==> src/rtl/irq_vector_ctrl.sv <==
module irq_vector_ctrl #(
  parameter int              AW          = 8,
  parameter logic [AW-1:0]   CTRL_ADDR   = 8'h0B,
  parameter logic [7:0]      EXT_VEC     = 8'h04,
  parameter logic [7:0]      TMR_VEC     = 8'h08,
  parameter int              SYNC_STAGES = 2
) (
  input  logic          clk,
  input  logic          rst_n,
  input  logic          reg_we,
  input  logic [AW-1:0] reg_addr,
  input  logic [7:0]    reg_wdata,
  output logic [7:0]    reg_rdata,
  input  logic          int_n,
  input  logic          tmr_ovf,
  input  logic          stack_full,
  output logic          call_req,
  output logic [7:0]    call_vec,
  output logic [1:0]    call_src
);

  localparam int PIN_W = SYNC_STAGES + 1;

  logic [PIN_W-1:0] pin_q;
  logic             emi, ext_en, tmr_en, ext_flag, tmr_flag;
  logic             hit, wr, pin_fall, ext_take, tmr_take, take;

  assign hit      = (reg_addr == CTRL_ADDR);
  assign wr       = reg_we && hit;
  assign pin_fall = pin_q[PIN_W-1] & ~pin_q[PIN_W-2];

  assign ext_take = emi & ~stack_full & ext_en & ext_flag;
  assign tmr_take = emi & ~stack_full & tmr_en & tmr_flag & ~ext_take;
  assign take     = ext_take | tmr_take;

  assign reg_rdata = hit ? {2'b00, tmr_flag, ext_flag, 1'b0, tmr_en, ext_en, emi} : 8'h00;

  always_ff @(posedge clk or negedge rst_n)
    if (!rst_n) pin_q <= '1;
    else        pin_q <= {pin_q[PIN_W-2:0], int_n};

  always_ff @(posedge clk or negedge rst_n) begin
    if (!rst_n) begin
      emi      <= 1'b0;
      ext_en   <= 1'b0;
      tmr_en   <= 1'b0;
      ext_flag <= 1'b0;
      tmr_flag <= 1'b0;
    end else begin
      if (wr) begin
        ext_en <= reg_wdata[1];
        tmr_en <= reg_wdata[2];
      end
      emi      <= take ? 1'b0 : (wr ? reg_wdata[0] : emi);
      ext_flag <= pin_fall | (ext_take ? 1'b0 : (wr ? reg_wdata[4] : ext_flag));
      tmr_flag <= tmr_ovf  | (tmr_take ? 1'b0 : (wr ? reg_wdata[5] : tmr_flag));
    end
  end

  always_ff @(posedge clk or negedge rst_n) begin
    if (!rst_n) begin
      call_req <= 1'b0;
      call_vec <= 8'h00;
      call_src <= 2'b00;
    end else begin
      call_req <= take;
      call_vec <= ext_take ? EXT_VEC : (tmr_take ? TMR_VEC : 8'h00);
      call_src <= {tmr_take, ext_take};
    end
  end

  AST_NO_ACK_FULL: assert property (@(posedge clk) disable iff (!rst_n)
    call_req |-> !$past(stack_full));
  AST_NO_CALL_MASKED: assert property (@(posedge clk) disable iff (!rst_n)
    !$past(emi) |-> !call_req);
  AST_EMI_DROPPED: assert property (@(posedge clk) disable iff (!rst_n)
    call_req |-> !emi);
  AST_SRC_ONEHOT: assert property (@(posedge clk) disable iff (!rst_n)
    $onehot0(call_src) && (call_req == (call_src != 2'b00)));
  AST_VEC_MATCH: assert property (@(posedge clk) disable iff (!rst_n)
    call_req |-> (call_vec == (call_src[0] ? EXT_VEC : TMR_VEC)));
  AST_EXT_FIRST: assert property (@(posedge clk) disable iff (!rst_n)
    $past(emi && !stack_full && ext_en && ext_flag && tmr_en && tmr_flag) |-> call_src == 2'b01);
  AST_EDGE_LATCH: assert property (@(posedge clk) disable iff (!rst_n)
    $past(pin_fall) |-> ext_flag);

endmodule

==> config.mk <==
export PLATFORM = sky130hd
export DESIGN_NAME = irq_vector_ctrl
export DESIGN_NICKNAME = d
export VERILOG_FILES = /design/src/rtl/irq_vector_ctrl.sv
export SDC_FILE = /design/constraint.sdc
export NUM_CORES = 1
export LEC_CHECK = 0
export ABC_AREA = 1
export BUFFER_PORTS_ARGS = -buffer_cell sky130_fd_sc_hd__buf_2
export CAP_MARGIN = 20
export CELL_PAD_IN_SITES_DETAIL_PLACEMENT = 1
export CELL_PAD_IN_SITES_GLOBAL_PLACEMENT = 2
export CORE_MARGIN = 4
export CORE_UTILIZATION = 21
export CTS_BUF_LIST = sky130_fd_sc_hd__clkbuf_8
export DETAILED_ROUTE_END_ITERATION = 10
export PLACE_DENSITY = 0.91
export SLEW_MARGIN = 0
export SYNTH_ARGS = -nofsm -noshare
export SYNTH_HDL_FRONTEND = slang
export SYNTH_SLANG_ARGS = --single-unit
export TNS_END_PERCENT = 30
==> constraint.sdc <==
create_clock -name clk -period 1.1 [get_ports clk]
set_clock_uncertainty 0.1 [all_clocks]
set_input_delay 0.165 -clock clk [delete_from_list [all_inputs] [get_ports clk]]
set_output_delay 0.165 -clock clk [all_outputs]
set_load 0.01 [all_outputs]
==> flow_metrics.py, run 1 <==
metrics = {
    "outcome": {
        "status": "complete, but fails checks",
        "violations": "negative setup slack",
    },
    "drt": {
        "first_iter_violations": 0,
        "via_count": 568,
        "drc": 0,
        "vias_per_cell": 3.97,
        "ant_nets": 0,
        "drt-total-wl_mm": 1.51,
        "wl_per_cell_um": 10.6,
        "firstDrtPassIters": 1,
    },
    "worst_hold_path": {
        "min_path_cells": 3,
        "min_path_type": "input pin to flop",
        "min_from": "tmr_ovf",
        "hold_end": "tmr_flag",
    },
    "placement": {
        "dpl.hpwl_mm": 1.24,
        "place_ws_ns": -0.109,
        "place.port_buffers": 28,
        "gp_congestion": 0.752,
    },
    "synth": {
        "synth_edf_count": 0,
        "yosys.area_share.simple_pct": 27.1,
        "avgSynthCellArea_um2": 7.98,
        "synth_xor_area_share_pct": 0,
        "yosys.cell_types.count": 17,
        "synth-compound-area-share_pct": 1.63,
        "syn_inst": 77,
        "synth_top_family_by_area": "simple AND/OR/NAND/NOR gates",
        "ys_seq_elements": 11,
        "yosys_warnings": 0,
        "synth_mux_area_share_pct": 0,
        "seq_area_frac_synth_pct": 45.4,
        "synth_flop_cell": "dfrtp_1",
        "synth.area.top_cells": "dfrtp_1, buf_4, dfstp_2",
        "synthesis.area_um2": 614,
        "netlist_top_cells_count": "nand2_1, inv_1, buf_4",
        "yosys.area.top_type": "dfrtp_1",
        "yosys.area.top_type_share_pct": 32.6,
        "post-synth-top-count-cell": "nand2_1",
        "postSynth.asyncResetShare_pct": 100,
        "synth_fa_ha_area_share_pct": 0,
    },
    "setup_path": {
        "crit_slowest_cell": "dfrtp_1",
        "critPathArrivalTime_ns": 0.93,
        "r2r_slack_ns": -0.03,
        "r2r_start": "emi",
        "end_kind": "output pin",
        "cp.required_ns": 0.83,
        "cp-start-kind": "flop",
        "cp_max_fo": 2,
        "slowest_delay_ns": 0.39,
        "worstSetupPathType": "flop to output pin",
        "worstPathCellList": "buf_6 > inv_2 > nor2_1 > buf_2",
        "cpLargestDelayFamily": "flip-flops",
        "r2r_cells": 6,
        "reg2reg_to": "tmr_flag",
        "cp_num_buf_inv": 3,
    },
    "timing": {
        "layout_worst_path_cycle_share_pct": 109,
        "layout_min_cycle_time_ns": 1.20,
        "final-setup-viol-count": 7,
        "rsz0062_at_grt": "true",
        "fmax_mhz": 833,
        "worst_slack_ns": -0.0998,
        "final.setup.tns_ns": -0.291,
        "hold_viol": 0,
        "drv_slew": 0,
    },
    "global_route": {
        "grt_pass1_vias": 590,
        "grt_max_degree": 12,
        "gr-total-overflow": 0,
        "grt_pass1_wl_mm": 2.51,
        "antenna_found_initial": 0,
        "track_usage_pct": 9.16,
    },
    "floorplanning": {
        "die_area_um2": 3850,
        "start_util_pct": 22.1,
        "die_h_um": 62.1,
        "row_count": 19,
        "core_area_um2": 2780,
        "fp.dieW_um": 62.1,
        "num_io_pins": 41,
    },
    "power": {
        "fin_total_pwr_mw": 0.966,
        "power_density_nw_per_um2": 1110,
        "peakVddDrop_mv": 0.765,
        "seqPwrFrac_pct": 45.5,
        "p_clk_share_pct": 40.1,
        "switchingPower_mw": 0.235,
        "combPwrFrac_pct": 14.4,
        "cell_internal_pwr_mw": 0.731,
        "power.leakage_nw": 0.542,
        "p_sw_share_pct": 24.3,
    },
    "clock_network": {
        "clock_latency_ns": 0.24,
        "cts_root_buffer": "clkbuf_8",
        "clock_sinks": 11,
        "h-tree-depth": 1,
        "path_clk_slew_ns": 0.05,
        "cts_made_buffers": 3,
        "cts_tree": "built",
        "clockBufferDepth": 2,
    },
    "final_layout": {
        "seq_area_um2": 279,
        "diodes": 0,
        "layout-drive-gt1-share_pct": 49.1,
        "multiInputGateArea_um2": 241,
        "area_growth_syn_to_layout_pct": 41.8,
        "nets": 135,
        "fillCellCount": 343,
    },
    "flow_run": {
        "maxCapViolations": 0,
    },
}
==> sequential cells by signal, summed over array words and instances (netlist names) <==
register  cells
pin_q         3
tmr_en        1
ext_en        1
ext_flag      1
call_src      1
call_vec      1
emi           1
tmr_flag      1
call_req      1
==> logic make-up (layout without fill, tap and decap cells) <==
kind of cell / Yosys count / after routing
buffers and inverters: 30 / 57
AOI/OAI and AO/OA: 2 / 2
other: 1 / 9
DFF: 11 / 11
and+or+nand+nor: 33 / 33
==> tightest hold or removal path, delay by kind of cell <==
family / cells / cell delay, ns
AND/OR/NAND/NOR: 1 / 0.05
buffers and inverters: 2 / 0.10
==> metal layers <==
layer	wire, µm	vias up	GRT usage, %	part of all wire [%]
met4	0	0	1.82	0
li1	-	278	-	-
met5	0	-	0	0
met2	814	24	16.7	54
met1	566	266	9.54	37
met3	131	0	4.34	8.7
==> power by group through the flow <==
stage               clock (mW)  sequential (mW)  combinational [mW]
finish                   0.387            0.439               0.139
global route             0.434            0.441               0.158
CTS                      0.409            0.439               0.133
detailed placement           0            0.445               0.120
global placement             0            0.443               0.115
floorplan                    0            0.444              0.0841
==> metrics by stage <==
stage / area [µm²] / instances / hold slack, ns / utilization (%)
after floorplan: 644 / 85 / -0.231 / -
after global placement: 763 / 136 / -0.0572 / 27.4
after detailed placement: 763 / 136 / -0.0475 / 27.4
after CTS: 847 / 143 / 0.0107 / 30.5
after global routing: 871 / 143 / 0.0276 / 31.3
final: 871 / 143 / 0.0199 / 31.3
==> final cells by class <==
type                            count  area share, %
Sequential cell                    11           32.0
Timing Repair Buffer               34           22.3
Clock inverter                      1          0.431
Inverter                           19           8.33
Tap cell                           31           4.45
Multi-Input combinational cell     44           27.7
Clock buffer                        3           4.74
==> cells in the final DEF, fill, tap and decap left out <==
master	instances
nand2_1	12
nand4_1	2
dfstp_2	3
nand3_1	4
nand3_2	1
nand2_2	2
nor2_4	3
clkbuf_8	3
nand2_4	2
dlygate4sd3_1	2
inv_2	6
o21ai_1	2
buf_6	1
nor3_4	1
buf_2	28
dfrtp_1	8
inv_1	13
conb_1	9
buf_4	3
clkinv_2	1
nor2_2	1
nor2_1	5
==> how the worst max path moves through the flow <==
stage / startpoint / to / cells after the start
4_1_cts: emi / reg_rdata[0] / 4
5_1_grt: emi / reg_rdata[0] / 4
3_3_place_gp: reg_addr[6] / reg_rdata[4] / 7
6_report: emi / reg_rdata[0] / 4
3_5_place_dp: reg_addr[2] / reg_rdata[4] / 7
2_1_floorplan: emi / emi / 5
==> repair_timing <==
action | CTS | global route
buffers inserted | 1 | 0
endpoints found under the setup margin | 5 | 10
gates resized for setup | 6 | 5
hold endpoints to repair | 12 | 0
hold buffers | 2 | 0
pin swaps | 5 | 1
Power figures use the tool's default switching activity.
==> inputs of run 2 (changes only) <==
--- a/config.mk
+++ b/config.mk
@@ -11,10 +11,11 @@
 export CELL_PAD_IN_SITES_DETAIL_PLACEMENT = 1
 export CELL_PAD_IN_SITES_GLOBAL_PLACEMENT = 2
 export CORE_MARGIN = 4
-export CORE_UTILIZATION = 21
+export CORE_UTILIZATION = 23
 export CTS_BUF_LIST = sky130_fd_sc_hd__clkbuf_8
 export DETAILED_ROUTE_END_ITERATION = 10
-export PLACE_DENSITY = 0.91
+export PLACE_DENSITY = 0.95
+export SETUP_SLACK_MARGIN = 0.3
 export SLEW_MARGIN = 0
 export SYNTH_ARGS = -nofsm -noshare
 export SYNTH_HDL_FRONTEND = slang
==> constraint.sdc (replaced) <==
create_clock -name clk -period 1.5 [get_ports clk]
set_clock_uncertainty 0.1 [all_clocks]
set_input_delay 0.225 -clock clk [delete_from_list [all_inputs] [get_ports clk]]
set_output_delay 0.225 -clock clk [all_outputs]
set_load 0.01 [all_outputs]
==> run 2 against run 1 <==
Compared with the run above: the flow now finishes without violations; final area rose by 0.14%; register-to-register slack improved by 0.37 ns; setup slack improved by 0.40 ns; die area shrank 7.6%; combinational power decreased by 26%; sequential share of layout area barely moved; highest routed layer is now met4.
==> flow_metrics.py, run 2 (synthesis gave the netlist of run 1 again) <==
metrics = {
    "clock_network": {
        "h-tree-depth": 1,
        "clock_sinks": 11,
        "cts_tree": "built",
        "clockBufferDepth": 2,
        "cts_made_buffers": 3,
        "clock_latency_ns": 0.23,
        "path_clk_slew_ns": 0.05,
        "cts_root_buffer": "clkbuf_8",
    },
    "timing": {
        "fmax_mhz": 832,
        "layout_min_cycle_time_ns": 1.20,
        "holdWs_ns": 0.0757,
        "hold_viol": 0,
        "drv_slew": 0,
        "rsz0062_at_grt": "true",
        "final.setup.tns_ns": 0,
        "layout_worst_path_cycle_share_pct": 80.1,
        "final-setup-viol-count": 0,
    },
    "floorplanning": {
        "fp.dieW_um": 59.7,
        "num_io_pins": 41,
        "core_area_um2": 2520,
        "die_h_um": 59.7,
        "die_area_um2": 3560,
        "row_count": 18,
        "start_util_pct": 24.4,
    },
    "final_layout": {
        "layout-drive-gt1-share_pct": 52.2,
        "largest_reg_flops": 3,
        "fillCellCount": 335,
        "area_growth_syn_to_layout_pct": 42.0,
        "top_register": "pin_q",
        "layout_common_cells": "buf_2, nand2_1, inv_1",
        "nets": 136,
        "layout_commonest_cell": "buf_2",
        "fin_util_pct": 34.6,
        "diodes": 0,
    },
    "global_route": {
        "grt_pass1_wl_mm": 2.50,
        "grt_pass1_vias": 571,
        "met2_usage_pct": 17.4,
        "grt_max_degree": 12,
        "grt_busiest_layer": "met2",
        "gr-total-overflow": 0,
        "grt_use_met3_pct": 4.10,
        "antenna_found_initial": 0,
        "track_usage_pct": 9.71,
        "use_met1_pct": 10.2,
    },
    "power": {
        "power_density_nw_per_um2": 812,
        "peakVddDrop_mv": 0.440,
        "seqPwrFrac_pct": 45.5,
        "cell_internal_pwr_mw": 0.539,
        "switchingPower_mw": 0.170,
        "p_sw_share_pct": 24.0,
        "combPwrFrac_pct": 14.5,
        "p_clk_share_pct": 40.0,
        "power.leakage_nw": 0.544,
    },
    "setup_path": {
        "worstSetupPathType": "input pin to output pin",
        "r2r_start": "emi",
        "cp-start-kind": "input pin",
        "cp_max_fo": 5,
        "crit_slowest_cell": "nor2_4",
        "cpLargestDelayFamily": "simple AND/OR/NAND/NOR gates",
        "end_kind": "output pin",
        "slowest_delay_ns": 0.13,
        "critPathArrivalTime_ns": 0.88,
        "crit_top_cell": "buf_2",
        "cp.required_ns": 1.17,
        "crit_start": "reg_addr[6]",
        "cp_num_buf_inv": 3,
        "worstPathCellList": "buf_2 > inv_2 > nand2_2 > nor2_4 > nand2_4 > nor2_1 > buf_2",
    },
    "flow_run": {
        "maxCapViolations": 0,
    },
    "drt": {
        "first_iter_violations": 2,
        "wl_per_cell_um": 11.0,
        "via_count": 563,
        "vias_per_cell": 3.94,
        "ant_nets": 0,
        "drt-total-wl_mm": 1.57,
        "drc": 0,
        "firstDrtPassIters": 4,
    },
    "outcome": {
        "status": "finished, final reports clean",
    },
    "worst_hold_path": {
        "min_from": "tmr_ovf",
        "min_path_type": "input pin to flop",
    },
    "placement": {
        "place.port_buffers": 28,
        "gp_congestion": 0.750,
        "dpl.hpwl_mm": 1.16,
    },
}
==> run 2: cell count changes in the layout (fill, tap and decap cells not counted), sizes merged <==
cell	change
buf	+1
==> run 2: worst reg2reg max path, cell delays in order, from the launching register on <==
cell     delay, ns
dfrtp_1       0.39
nand2_1       0.14
nor2_2        0.07
nor2_1        0.22
nand3_1       0.10
nand2_1       0.07
==> run 2: final cells by class <==
type,count,area [µm²],area share [%]
sequential,11,279,32.0
multi-input combinational,44,228,26.1
timing repair buffer,35,210,24.1
inverter,19,72.6,8.32
clock buffer,3,41.3,4.73
tap,30,37.5,4.30
clock inverter,1,3.75,0.430
==> run 2: per-stage QoR <==
step / power (mW) / instance area [µm²] / instances / setup WS [ns]
after floorplan: 0.387 / 644 / 85 / 0.447
after global placement: 0.406 / 739 / 132 / 0.180
after detailed placement: 0.410 / 739 / 132 / 0.166
after CTS: 0.719 / 862 / 142 / 0.288
after global routing: 0.751 / 872 / 143 / 0.243
final: 0.708 / 872 / 143 / 0.298
==> run 2: routing by layer <==
metal | share of wire [%] | wire length (µm)
met3 | 9.7 | 153
met4 | 0.51 | 8
met1 | 34 | 537
met5 | 0 | 0
met2 | 55 | 873
==> run 2: worst paths after layout <==
kind | endpoint | slack [ns] | depth (start not counted)
max | reg_rdata[1] | 0.30 | 7
min | tmr_flag | 0.08 | 3
max reg2reg | emi | 0.34 | 5
min reg2reg | pin_q[1] | 0.26 | 0
max in group asynchronous | pin_q[1] | 0.74 | 2
min in group asynchronous | tmr_en | 0.30 | 2
==> run 2: power groups by stage <==
stage / clock network (mW) / logic (mW) / registers, mW
CTS: 0.295 / 0.101 / 0.322
detailed placement: 0 / 0.0831 / 0.327
finish: 0.283 / 0.103 / 0.322
floorplan: 0 / 0.0617 / 0.326
global route: 0.312 / 0.115 / 0.324
global placement: 0 / 0.0801 / 0.325
==> run 2: timing repair <==
action / in CTS / in global routing
pin swaps: 8 / 5
cloned: 0 / 0
resized for setup: 11 / 1
buffers inserted: 4 / 1
hold buffers: 2 / 0
endpoints found under the setup margin: 5 / 6
hold endpoints to repair: 10 / 0
==> inputs of run 3 (changes only) <==
--- a/config.mk
+++ b/config.mk
@@ -11,10 +11,10 @@
 export CELL_PAD_IN_SITES_DETAIL_PLACEMENT = 1
 export CELL_PAD_IN_SITES_GLOBAL_PLACEMENT = 2
 export CORE_MARGIN = 4
-export CORE_UTILIZATION = 23
+export CORE_UTILIZATION = 21
 export CTS_BUF_LIST = sky130_fd_sc_hd__clkbuf_8
 export DETAILED_ROUTE_END_ITERATION = 10
-export PLACE_DENSITY = 0.95
+export PLACE_DENSITY = 0.91
 export SETUP_SLACK_MARGIN = 0.3
 export SLEW_MARGIN = 0
 export SYNTH_ARGS = -nofsm -noshare
==> constraint.sdc (replaced) <==
create_clock -name clk -period 1.2 [get_ports clk]
set_clock_uncertainty 0.1 [all_clocks]
set_input_delay 0.18 -clock clk [delete_from_list [all_inputs] [get_ports clk]]
set_output_delay 0.18 -clock clk [all_outputs]
set_load 0.01 [all_outputs]
==> run 3 against run 2 <==
Compared with the run above: sequential share of layout area fell by 1.7 points; core utilization fell by 1.5 points; count of clock-buffer cells in the layout did not move.
==> flow_metrics.py, run 3 (synthesis gave the netlist of run 1 again) <==
metrics = {
    "setup_path": {
        "slowest_delay_ns": 0.39,
        "cp.required_ns": 0.92,
        "crit_cells": 3,
        "end_kind": "output pin",
        "cpLargestDelayFamily": "flip-flops",
        "worstSetupPathType": "flop to output pin",
        "cp_max_fo": 3,
        "worstPathCellList": "inv_2 > nor2_4 > buf_6",
        "r2r_slack_ns": 0.04,
        "r2r_cells": 5,
        "cp-start-kind": "flop",
        "critPathArrivalTime_ns": 0.89,
        "cp_num_buf_inv": 2,
        "crit_slowest_cell": "dfrtp_1",
    },
    "final_layout": {
        "layout-drive-gt1-share_pct": 54.9,
        "area_growth_syn_to_layout_pct": 49.7,
        "nets": 136,
        "layout_common_cells": "buf_2, nand2_1, inv_1",
        "diodes": 0,
        "fin_cells": 144,
        "fillCellCount": 353,
        "multiInputGateArea_um2": 249,
        "top_register": "pin_q",
        "seq_area_um2": 279,
        "fin_util_pct": 33.1,
        "layout_commonest_cell": "buf_2",
        "largest_reg_flops": 3,
    },
    "clock_network": {
        "cts_made_buffers": 3,
        "cts_tree": "built",
        "h-tree-depth": 1,
        "clock_latency_ns": 0.23,
        "clockBufferDepth": 2,
        "cts_root_buffer": "clkbuf_8",
        "path_clk_slew_ns": 0.05,
        "clock_sinks": 11,
    },
    "timing": {
        "layout_min_cycle_time_ns": 1.17,
        "rsz0062_at_grt": "true",
        "worst_slack_ns": 0.0283,
        "layout_worst_path_cycle_share_pct": 97.6,
        "holdWs_ns": 0.0423,
        "fmax_mhz": 853,
        "final-setup-viol-count": 0,
        "hold_viol": 0,
        "drv_slew": 0,
    },
    "floorplanning": {
        "die_area_um2": 3850,
        "die_h_um": 62.1,
        "start_util_pct": 22.1,
        "row_count": 19,
        "core_area_um2": 2780,
        "fp.dieW_um": 62.1,
        "num_io_pins": 41,
    },
    "drt": {
        "wl_per_cell_um": 11.4,
        "firstDrtPassIters": 2,
        "drt-total-wl_mm": 1.64,
        "drc": 0,
        "ant_nets": 0,
        "first_iter_violations": 3,
        "via_count": 569,
        "vias_per_cell": 3.95,
    },
    "placement": {
        "place.port_buffers": 28,
        "gp_congestion": 0.703,
        "place_ws_ns": 0.00677,
        "dpl.hpwl_mm": 1.32,
        "placed_cells": 135,
    },
    "power": {
        "power.leakage_nw": 0.545,
        "peakVddDrop_mv": 0.867,
        "fin_total_pwr_mw": 0.897,
        "power_density_nw_per_um2": 976,
    },
    "global_route": {
        "grt_max_degree": 12,
        "antenna_found_initial": 0,
        "grt_pass1_vias": 622,
        "grt_pass1_wl_mm": 2.58,
        "gr-total-overflow": 0,
        "track_usage_pct": 9.47,
    },
    "worst_hold_path": {
        "min_path_type": "input pin to flop",
        "min_path_cells": 3,
    },
    "flow_run": {
        "maxCapViolations": 0,
    },
    "outcome": {
        "status": "finished, final reports clean",
    },
}
-- run 3: changes by cell type in the layout (fill, tap and decap cells not counted), sizes merged --
| cell | previous run | this run |
|---|---|---|
| clkinv | 1 | 0 |
| inv | 19 | 20 |
-- run 3: tightest hold or removal path, cell delays in order --
cell     delay, ns
buf_2         0.07
inv_1         0.03
nand2_1       0.06
-- run 3: worst paths after layout --
| kind | from | endpoint |
|---|---|---|
| max | emi | reg_rdata[0] |
| min | tmr_ovf | tmr_flag |
| max reg2reg | emi | tmr_flag |
| min reg2reg | pin_q[0] | pin_q[1] |
| max in group asynchronous | rst_n | pin_q[2] |
| min in group asynchronous | rst_n | call_src[0] |
-- run 3: power breakdown --
group | leakage (nW) | switching, mW | internal, mW | total (mW)
sequential | 0.124 | 0.0106 | 0.394 | 0.404
clock | 0.0269 | 0.133 | 0.224 | 0.357
combinational | 0.395 | 0.0772 | 0.0592 | 0.136
total | 0.545 | 0.220 | 0.677 | 0.897
-- run 3: area by class of cell --
| cell class | count | area share, % |
|---|---|---|
| sequential | 11 | 30.3 |
| multi-input combinational | 44 | 27.1 |
| timing repair buffer | 35 | 24.9 |
| inverter | 19 | 8.57 |
| clock buffer | 3 | 4.49 |
| tap | 31 | 4.22 |
| clock inverter | 1 | 0.408 |
-- run 3: metrics by stage --
step	instance area, µm²	setup TNS, ns
4_1_cts	887	0
5_1_grt	920	-0.135
3_5_place_dp	781	0
3_3_place_gp	781	0
2_1_floorplan	669	0
6_report	920	0
-- run 3: repair_timing --
action / CTS / global route
setup buffers: 2 / 1
endpoints found under the setup margin: 15 / 17
endpoints found under the hold margin: 12 / 0
gates resized for setup: 6 / 7
hold buffers: 2 / 0
pin swaps: 8 / 6
-- run 3: metal layers --
metal | vias to the layer above | routed length, µm | global-route usage (%)
met3 | 0 | 125 | 3.72
met2 | 21 | 1000 | 19.4
met5 | - | 0 | 0
met1 | 272 | 512 | 8.93
li1 | 276 | - | -
met4 | 0 | 0 | 0.909
